==> config.mk <==
export PLATFORM = sky130hd
export DESIGN_NAME = wp_guard
export DESIGN_NICKNAME = d
export VERILOG_FILES = /design/src/rtl/wp_pkg.sv /design/src/rtl/wp_region_decode.sv /design/src/rtl/wp_req_span.sv /design/src/rtl/wp_guard.sv
export SDC_FILE = /design/constraint.sdc
export NUM_CORES = 1
export LEC_CHECK = 0
export ABC_AREA = 1
export ABC_CLOCK_PERIOD_IN_PS = 8390
export CORE_ASPECT_RATIO = 1.25
export CORE_MARGIN = 5
export CORE_UTILIZATION = 59
export CTS_BUF_LIST = sky130_fd_sc_hd__clkbuf_4 sky130_fd_sc_hd__clkbuf_8
export DETAILED_ROUTE_END_ITERATION = 12
export GPL_ROUTABILITY_DRIVEN = 0
export PLACE_DENSITY = 0.95
export SETUP_SLACK_MARGIN = 0.5
export SYNTH_ARGS = -nofsm -noshare
export SYNTH_HDL_FRONTEND = slang
export SYNTH_HIERARCHICAL = 1
export SYNTH_SLANG_ARGS = --single-unit
==> constraint.sdc <==
create_clock -name clk -period 8.39 [get_ports clk]
set_input_delay 1.678 -clock clk [delete_from_list [all_inputs] [get_ports clk]]
set_output_delay 1.678 -clock clk [all_outputs]
set_load 0.005 [all_outputs]
==> src/rtl/wp_pkg.sv <==
package wp_pkg;
  typedef enum logic [1:0] {
    OP_PAGE  = 2'd0,
    OP_SECT  = 2'd1,
    OP_BLOCK = 2'd2,
    OP_CHIP  = 2'd3
  } wp_op_e;

  localparam int PAGE_LG = 8;
  localparam int SECT_LG = 12;
  localparam int BLOCKS_LG = 6;  // 64 blocks in the array

  // log2 of the byte span of one operation; chip handled by caller
  function automatic int span_lg(input wp_op_e op, input int arr_aw);
    case (op)
      OP_PAGE:  return PAGE_LG;
      OP_SECT:  return SECT_LG;
      OP_BLOCK: return arr_aw - BLOCKS_LG;
      default:  return arr_aw;
    endcase
  endfunction

  // log2 of the base protected region for a level 1..6
  function automatic int region_lg(input logic sect_units, input logic [2:0] lvl,
                                   input int arr_aw);
    if (!sect_units)   return arr_aw - BLOCKS_LG + int'(lvl) - 1;
    else if (lvl <= 3) return SECT_LG + int'(lvl) - 1;
    else               return SECT_LG + 3;
  endfunction
endpackage

==> src/rtl/wp_region_decode.sv <==
module wp_region_decode
  import wp_pkg::*;
#(
  parameter int ARR_AW = 22
) (
  input  logic [2:0]        prot_lvl,
  input  logic              gran_sect,
  input  logic              from_bottom,
  input  logic              invert,
  output logic              rg_valid,
  output logic [ARR_AW-1:0] rg_lo,
  output logic [ARR_AW-1:0] rg_hi
);
  localparam logic [ARR_AW:0] ONE  = {{ARR_AW{1'b0}}, 1'b1};
  localparam logic [ARR_AW:0] FULL = ONE << ARR_AW;

  logic            lvl_none, lvl_all;
  logic [ARR_AW:0] sz, base_lo, base_hi, lo_w, hi_w;

  always_comb begin
    lvl_none = (prot_lvl == 3'b000);
    lvl_all  = (prot_lvl == 3'b111);
    sz       = ONE << region_lg(gran_sect, prot_lvl, ARR_AW);
    if (from_bottom) begin
      base_lo = '0;
      base_hi = sz - ONE;
    end else begin
      base_lo = FULL - sz;
      base_hi = FULL - ONE;
    end
    rg_valid = 1'b0;
    lo_w     = '0;
    hi_w     = '0;
    if (!invert) begin
      if (lvl_all) begin
        rg_valid = 1'b1;
        hi_w     = FULL - ONE;
      end else if (!lvl_none) begin
        rg_valid = 1'b1;
        lo_w     = base_lo;
        hi_w     = base_hi;
      end
    end else begin
      if (lvl_none) begin
        rg_valid = 1'b1;
        hi_w     = FULL - ONE;
      end else if (!lvl_all) begin
        rg_valid = 1'b1;
        if (from_bottom) begin
          lo_w = base_hi + ONE;
          hi_w = FULL - ONE;
        end else begin
          hi_w = base_lo - ONE;
        end
      end
    end
    rg_lo = lo_w[ARR_AW-1:0];
    rg_hi = hi_w[ARR_AW-1:0];
  end
endmodule

==> src/rtl/wp_req_span.sv <==
module wp_req_span
  import wp_pkg::*;
#(
  parameter int ARR_AW = 22
) (
  input  logic [ARR_AW-1:0] start,
  input  wp_op_e            op,
  output logic [ARR_AW-1:0] sp_lo,
  output logic [ARR_AW-1:0] sp_hi
);
  localparam logic [ARR_AW-1:0] ONE = {{(ARR_AW-1){1'b0}}, 1'b1};

  logic [ARR_AW-1:0] low_mask;

  always_comb begin
    if (op == OP_CHIP) low_mask = '1;
    else               low_mask = (ONE << span_lg(op, ARR_AW)) - ONE;
    sp_lo = start & ~low_mask;
    sp_hi = start | low_mask;
  end
endmodule

==> src/rtl/wp_guard.sv <==
module wp_guard
  import wp_pkg::*;
#(
  parameter int ADDR_W = 24,
  parameter int ARR_AW = 22
) (
  input  logic              clk,
  input  logic              rst_n,
  input  logic              req,
  input  logic [2:0]        prot_lvl,
  input  logic              gran_sect,
  input  logic              from_bottom,
  input  logic              invert,
  input  logic [ADDR_W-1:0] addr,
  input  logic [1:0]        op,
  output logic              grant,
  output logic              reject,
  output logic              range_valid,
  output logic [ADDR_W-1:0] range_lo,
  output logic [ADDR_W-1:0] range_hi
);
  localparam int PAD_W = ADDR_W - ARR_AW;

  logic [ARR_AW-1:0] rg_lo, rg_hi, sp_lo, sp_hi;
  logic              rg_valid, overlap;
  wp_op_e            op_e;

  assign op_e = wp_op_e'(op);

  wp_region_decode #(.ARR_AW(ARR_AW)) u_region (
    .prot_lvl   (prot_lvl),
    .gran_sect  (gran_sect),
    .from_bottom(from_bottom),
    .invert     (invert),
    .rg_valid   (rg_valid),
    .rg_lo      (rg_lo),
    .rg_hi      (rg_hi)
  );

  wp_req_span #(.ARR_AW(ARR_AW)) u_span (
    .start(addr[ARR_AW-1:0]),
    .op   (op_e),
    .sp_lo(sp_lo),
    .sp_hi(sp_hi)
  );

  // named overlap event between the two decoded ranges
  assign overlap = rg_valid && (sp_lo <= rg_hi) && (sp_hi >= rg_lo);

  always_ff @(posedge clk or negedge rst_n) begin
    if (!rst_n) begin
      grant  <= 1'b0;
      reject <= 1'b0;
    end else begin
      grant  <= req && !overlap;
      reject <= req && overlap;
    end
  end

  assign range_valid = rg_valid;
  assign range_lo    = {{PAD_W{1'b0}}, rg_lo};
  assign range_hi    = {{PAD_W{1'b0}}, rg_hi};

  AST_ONE_RESPONSE: assert property (@(posedge clk) disable iff (!rst_n)
    req |=> (grant ^ reject));
  AST_NO_STRAY_PULSE: assert property (@(posedge clk) disable iff (!rst_n)
    (grant || reject) |-> $past(req));
  AST_EMPTY_GRANTS: assert property (@(posedge clk) disable iff (!rst_n)
    (req && !range_valid) |=> grant);
  AST_FULL_REJECTS: assert property (@(posedge clk) disable iff (!rst_n)
    (req && prot_lvl == 3'b111 && !invert) |=> reject);
  AST_CHIP_REJECTS: assert property (@(posedge clk) disable iff (!rst_n)
    (req && op == 2'd3 && range_valid) |=> reject);
  AST_RANGE_ORDERED: assert property (@(posedge clk) disable iff (!rst_n)
    range_valid |-> (range_lo <= range_hi));
endmodule

# Yosys cells after proc, flatten, opt, wreduce, memory -nomap -nowiden
# Index checks and enable logic that the tools add are counted.
[totals]
regBits = 2
out_inout_bits = 51
[op_classes]
add_sub_neg = 9
order_cmp = 3
eq_ne = 4
shifts = 2
muxes = 24
bitwise_logic = 3
reduce_logical = 7
[ops]
columns = ["op", "n"]
rows = [
  ["$mux W22", 15],
  ["$mux W32", 3],
  ["$sub A22 B1 Y22 const B", 3],
  ["$shl A1 B32 Y22 const A", 2],
  ["$sub A32 B2 Y32 const B", 2],
  ["$add A22 B1 Y22 const B", 1],
  ["$and A22 B22 Y22", 1],
  ["$ge A22 B22 Y1", 1],
  ["$le A22 B22 Y1", 1],
  ["$not A22 Y22", 1],
  ["$or A22 B22 Y22", 1],
  ["$sub A1 B22 Y22 const A", 1],
  ["$pmux W5 S3", 1],
  ["$add A5 B3 Y6 const A", 1],
  ["$add A4 B3 Y5 const A", 1],
  ["$mux W1", 5],
  ["$eq A2 B2 Y1 const B", 2],
  ["$logic_and A1 B1 Y1", 4],
  ["$eq A3 B3 Y1 const B", 1],
  ["$le A3 B2 Y1 const B", 1],
  ["$logic_not A3 Y1", 1],
  ["$eq A2 B1 Y1 const B", 1],
  ["$logic_not A2 Y1", 1],
  ["$logic_not A1 Y1", 1],
]

# Longest topological paths before layout
# Gate-level depths: netlist of the first run.
[depth]
ltp_word = 17
mapped_depth = 38

# By module
# The synthesis of the first run kept the hierarchy.
[by_module_without_submodules]
columns = ["mod", "n_inst", "cells_per_inst", "area_each_um2"]
rows = [
  ["wp_region_decode", 1, 502, 2582.5],
  ["wp_guard", 1, 236, 1385.1],
  ["wp_req_span", 1, 66, 317.8],
]

# Worst setup path before layout of the first run
# Ideal clock, no wire load.
[synth_path]
kind = "input -> output"
start = "input port prot_lvl[0]"
end = "output port range_hi[17]"
arrival_ns = 4.427
setup_slack_ns = 2.285
cell_stages = 19
path_buffers = 1
path_cell_list = "buf_6 > inv_4 > ha_1 > ha_1 > xor2_2 > nand4_2 > nor2_1 > inv_2 > ha_1 > o21ai_0 > nand2_1 > nor2_2 > nand3_2 > nor2_2 > nand2_1 > nand2_1 > nand3_1 > nand2_1 > nand2_1"
[synth_between]
elab_chain_len = 12
word_cells_on_any_way = 21
classes_between = "7 x add/sub; 1 x order compare; 1 x eq/ne; 1 x shift; 10 x mux; 1 x reduce/logical"
[synth_rtl]
columns = ["element", "line", "rtl"]
rows = [
  ["start: declaration", "wp_guard.sv:10", "input logic [2:0] prot_lvl,"],
  ["$add A4 B3 Y5", "wp_pkg.sv:27", "else if (lvl <= 3) return SECT_LG + int'(lvl) - 1;"],
  ["$sub A32 B2 Y32", "wp_pkg.sv:27", ""],
  ["$mux W32", "wp_pkg.sv:27", ""],
  ["$mux W32", "wp_pkg.sv:26", "if (!sect_units) return arr_aw - BLOCKS_LG + int'(lvl) - 1;"],
  ["$shl A1 B32 Y22", "wp_region_decode.sv:23", "sz = ONE << region_lg(gran_sect, prot_lvl, ARR_AW);"],
  ["$sub A1 B22 Y22", "wp_region_decode.sv:28", "base_lo = FULL - sz;"],
  ["$mux W22", "wp_region_decode.sv:24", "if (from_bottom) begin"],
  ["$sub A22 B1 Y22", "wp_region_decode.sv:53", "hi_w = base_lo - ONE;"],
  ["$mux W22", "wp_region_decode.sv:49", "if (from_bottom) begin"],
  ["$mux W22", "wp_region_decode.sv:47", "end else if (!lvl_all) begin"],
  ["$mux W22", "wp_region_decode.sv:44", "if (lvl_none) begin"],
  ["$mux W22 (*)", "wp_region_decode.sv:34", "if (!invert) begin"],
  ["end: declaration", "wp_guard.sv:20", "output logic [ADDR_W-1:0] range_hi"],
]
# Mark *: on every way between the ends. The rest lies on a longest branch, timed or not.

# Worst setup path after layout of the first run
[layout_path]
start = "input port prot_lvl[1]"
end = "output port range_hi[7]"
# Same word-level chain as after synthesis.

==> results of run 1 <==
-- flip-flops by register name, indices dropped and copies added, names as in the netlist --
register  cells
grant         1
reject        1
-- placed cells by master, fill, tap and decap left out, drive strengths merged, types with 3 or more instances in the layout --
cell type / netlist / final
inv: 149 / 149
o21bai: 3 / 3
buf: 27 / 5
clkdlybuf4s50: 0 / 71
nand4: 11 / 11
nand2: 249 / 249
clkbuf: 8 / 3
o21ai: 48 / 48
nor2: 115 / 115
ha: 51 / 51
a21oi: 31 / 31
o22ai: 9 / 9
conb: 3 / 20
o32ai: 3 / 3
nand3: 66 / 66
nor3: 10 / 10
xor2: 5 / 5
-- worst max path at each step --
stage	startpoint	endpoint	slack, ns	cells past startpoint
finish	prot_lvl[1]	range_hi[7]	0.73	17
global route	prot_lvl[1]	range_hi[17]	0.49	20
CTS	prot_lvl[1]	range_lo[13]	0.65	17
detailed placement	prot_lvl[1]	range_lo[13]	0.66	17
global placement	prot_lvl[1]	range_lo[13]	0.82	17
floorplan	prot_lvl[0]	range_hi[17]	2.28	19
-- per-layer routing --
| layer | track usage | routed length (um) |
|---|---|---|
| met1 | 0.329 | 4950 |
| met2 | 0.525 | 6740 |
| met3 | 0.0273 | 1350 |
| met4 | 0.233 | 1130 |
| met5 | 0 | 0 |
-- stage by stage --
step	setup WS [ns]	hold slack [ns]	std cells	area, um2	util
after floorplan	2.28	1.38	821	4350	-
after global placement	0.823	1.85	952	4980	0.709
after detailed placement	0.658	1.85	952	4980	0.709
after CTS	0.655	1.64	955	5020	0.715
after global routing	0.494	1.64	955	5020	0.716
final	0.728	1.63	955	5020	0.716
-- area by class of cell --
type                            count  area, um2  share of cell area
Multi-Input combinational cell    633       3500               0.697
Timing Repair Buffer               76        748               0.149
Inverter                          151        571               0.114
Tap cell                           90        113              0.0224
Sequential cell                     2       50.0             0.00996
Clock buffer                        3       41.3             0.00822
-- power groups by stage --
stage / Combinational [uW] / Sequential, uW / Clock, uW
finish: 419 / 11.6 / 37.9
global route: 463 / 11.7 / 39.1
CTS: 408 / 11.6 / 38.4
detailed placement: 406 / 11.6 / 0
global placement: 386 / 11.6 / 0
floorplan: 276 / 11.8 / 0
-- repair_timing --
item | in CTS | in global routing
hold buffers | 0 | 0
endpoints found under the setup margin | 0 | 13
resized for setup | 0 | 2
-- cells by family (layout without fill, tap and decap cells) --
logic type               count (synthesis)  count (layout)
AND/OR/NAND/NOR                        456             456
buffers and inverters                  186             230
AO/OA/AOI/OAI                          100             100
adder cells (fa/ha/maj)                 51              51
XOR/XNOR                                 6               6
other                                    3              20
flip-flops                               2               2
==> metrics.md, run 1 <==
| Metric | Value |
|---|---|
| I/O Buffers | `71` |
| Htree depth | `1` |
| Worst-path maximum fanout | `6` |
| Fin. max-slew vios | `0` |
| Family with the most delay on the worst path | `buffers and inverters` |
| Iteration-0 DRC Markers | `772` |
| GRT Total Usage | `0.301` |
| IO Count | `86` |
| CP startpoint kind | `primary input` |
| Xor-xnor portion of the synthesized cell area | `0.0158` |
| Top post-synthesis cells by area | `nand2_1 (20%), ha_1 (15%), inv_1 (12%)` |
| Arr. time, crit path | `5.98 ns` |
| Die Area | `9080 um2` |
| Mux cell area share after synthesis | `0` |
| Max Clock Freq | `131 MHz` |
| Cell variety after synth | `51` |
| Final Power | `468 uW` |
| Synthesis-stage register bit count | `2` |
| Largest family of logic cells by synthesized area | `simple AND/OR/NAND/NOR gates` |
| Post-Synth Simple-Gate Area | `0.497` |
| Compound-Gate Fraction of Synth Area | `0.136` |
| Yosys top cell by area | `nand2_1` |
| Dpl hpwl | `11700 um` |
| Pwr Density | `93.2 nW/um2` |
| Vias per cell | `5.82` |
| Post-route setup TNS | `0 ns` |
| Synth Instances | `804` |
| Critical-path top delay cell | `clkdlybuf4s50_1` |
| Adder-Cell Fraction of Synth Area | `0.149` |
| Area growth, synth to finish | `17.2%` |
| Setup Viol. Count Final | `0` |
| Max cap viols | `0` |
| CP cell instances | `clkdlybuf4s50_1 > inv_1 > ha_1 > ha_1 > xor2_2 > nand4_2 > nor2_2 > inv_2 > ha_1 > o21ai_0 > nand2_1 > nor2_2 > nand3_2 > inv_1 > nor3_1 > o21ai_0 > clkdlybuf4s50_1` |
| Synth Cell Area | `4290 um2` |
| Buf/Inv on CP | `5` |
| Crit-path max cell delay | `0.58 ns` |
| Vias in the first global route | `5298` |
| Yosys top cell area share | `0.204` |
| Most frequent cell after synthesis | `nand2_1` |
| CTS sink cnt | `2` |
| Net Sw Frac | `0.565` |
| Worst slew pin tran | `0.624 ns` |
| Internal Power | `204 uW` |
| Final wirelength | `14200 um` |
| Row count | `34` |
| HP Class | `primary input to async pin` |
| Cts bufs inserted | `3` |
| Root Buffer | `clkbuf_8` |
| DIE WIDTH | `86.2 um` |
| Run status | `completed` |
| WL/cell | `14.8 um` |
| Asr flop ratio synth | `1.00` |
| Nets | `953` |
| Worst EP required | `6.71 ns` |
| Syn avg cell area | `5.33 um2` |
| Peak supply drop | `0.0000905 V` |
| Vias | `5560` |
| Gate power share | `0.894` |
| Clock network fraction of total power | `0.081` |
| Residual DRC | `0` |
| Predominant post-synthesis flop cell | `dfrtp_1` |
| Antenna cell count | `0` |
| Die Ht | `105 um` |
| Slew headroom | `0.583` |
| Switching power | `264 uW` |
| EDFF count, synth | `0` |
| Leak Pwr | `0.00286 uW` |
| First drt pass iteration count | `6` |
| Fillers | `600` |
| Share of cells above drive strength 1 | `0.104` |
| Fin crit share | `0.913` |
| Clock buffer depth | `2` |
| Core ar. | `7020 um2` |
| Setup Buffers After CTS | `0` |
| Crit path time final | `7.66 ns` |
| Synth warnings | `6` |
| Reg clk slew, reported paths | `0.03 ns` |
| RSZ-0062 raised after global routing | `false` |
| Register area share after synthesis | `0.0117` |
| Fin. Hold Viols | `0` |
| CTS tree | `built` |
| Initial antenna violation count | `0` |
| CP Class | `primary input to primary output` |
| Global-route wire length before repair | `23000 um` |
| Initial Util | `0.611` |
| CP Capture Type | `primary output` |
| Crit path top cell by count | `ha_1` |
| Total gr overflow | `0` |
| Detail Route Antenna Nets | `0` |
| Top post-synthesis cells by count | `nand2_1 (233), inv_1 (137), nor2_1 (92)` |
| Largest net degree at the start of global routing | `29` |
| Reg power frac | `0.025` |
Note: power is estimated with default switching activity, not from simulation.
==> run 2: changes to the inputs <==
--- a/config.mk
+++ b/config.mk
@@ -7,6 +7,7 @@
 export LEC_CHECK = 0
 export ABC_AREA = 1
 export ABC_CLOCK_PERIOD_IN_PS = 8390
+export CAP_MARGIN = 20
 export CORE_ASPECT_RATIO = 1.25
 export CORE_MARGIN = 5
 export CORE_UTILIZATION = 59
@@ -15,6 +16,7 @@
 export GPL_ROUTABILITY_DRIVEN = 0
 export PLACE_DENSITY = 0.95
 export SETUP_SLACK_MARGIN = 0.5
+export SKIP_LAST_GASP = 1
 export SYNTH_ARGS = -nofsm -noshare
 export SYNTH_HDL_FRONTEND = slang
 export SYNTH_HIERARCHICAL = 1
==> results of run 2 <==
Final layout, timing and power as in run 1 (identical DEF).
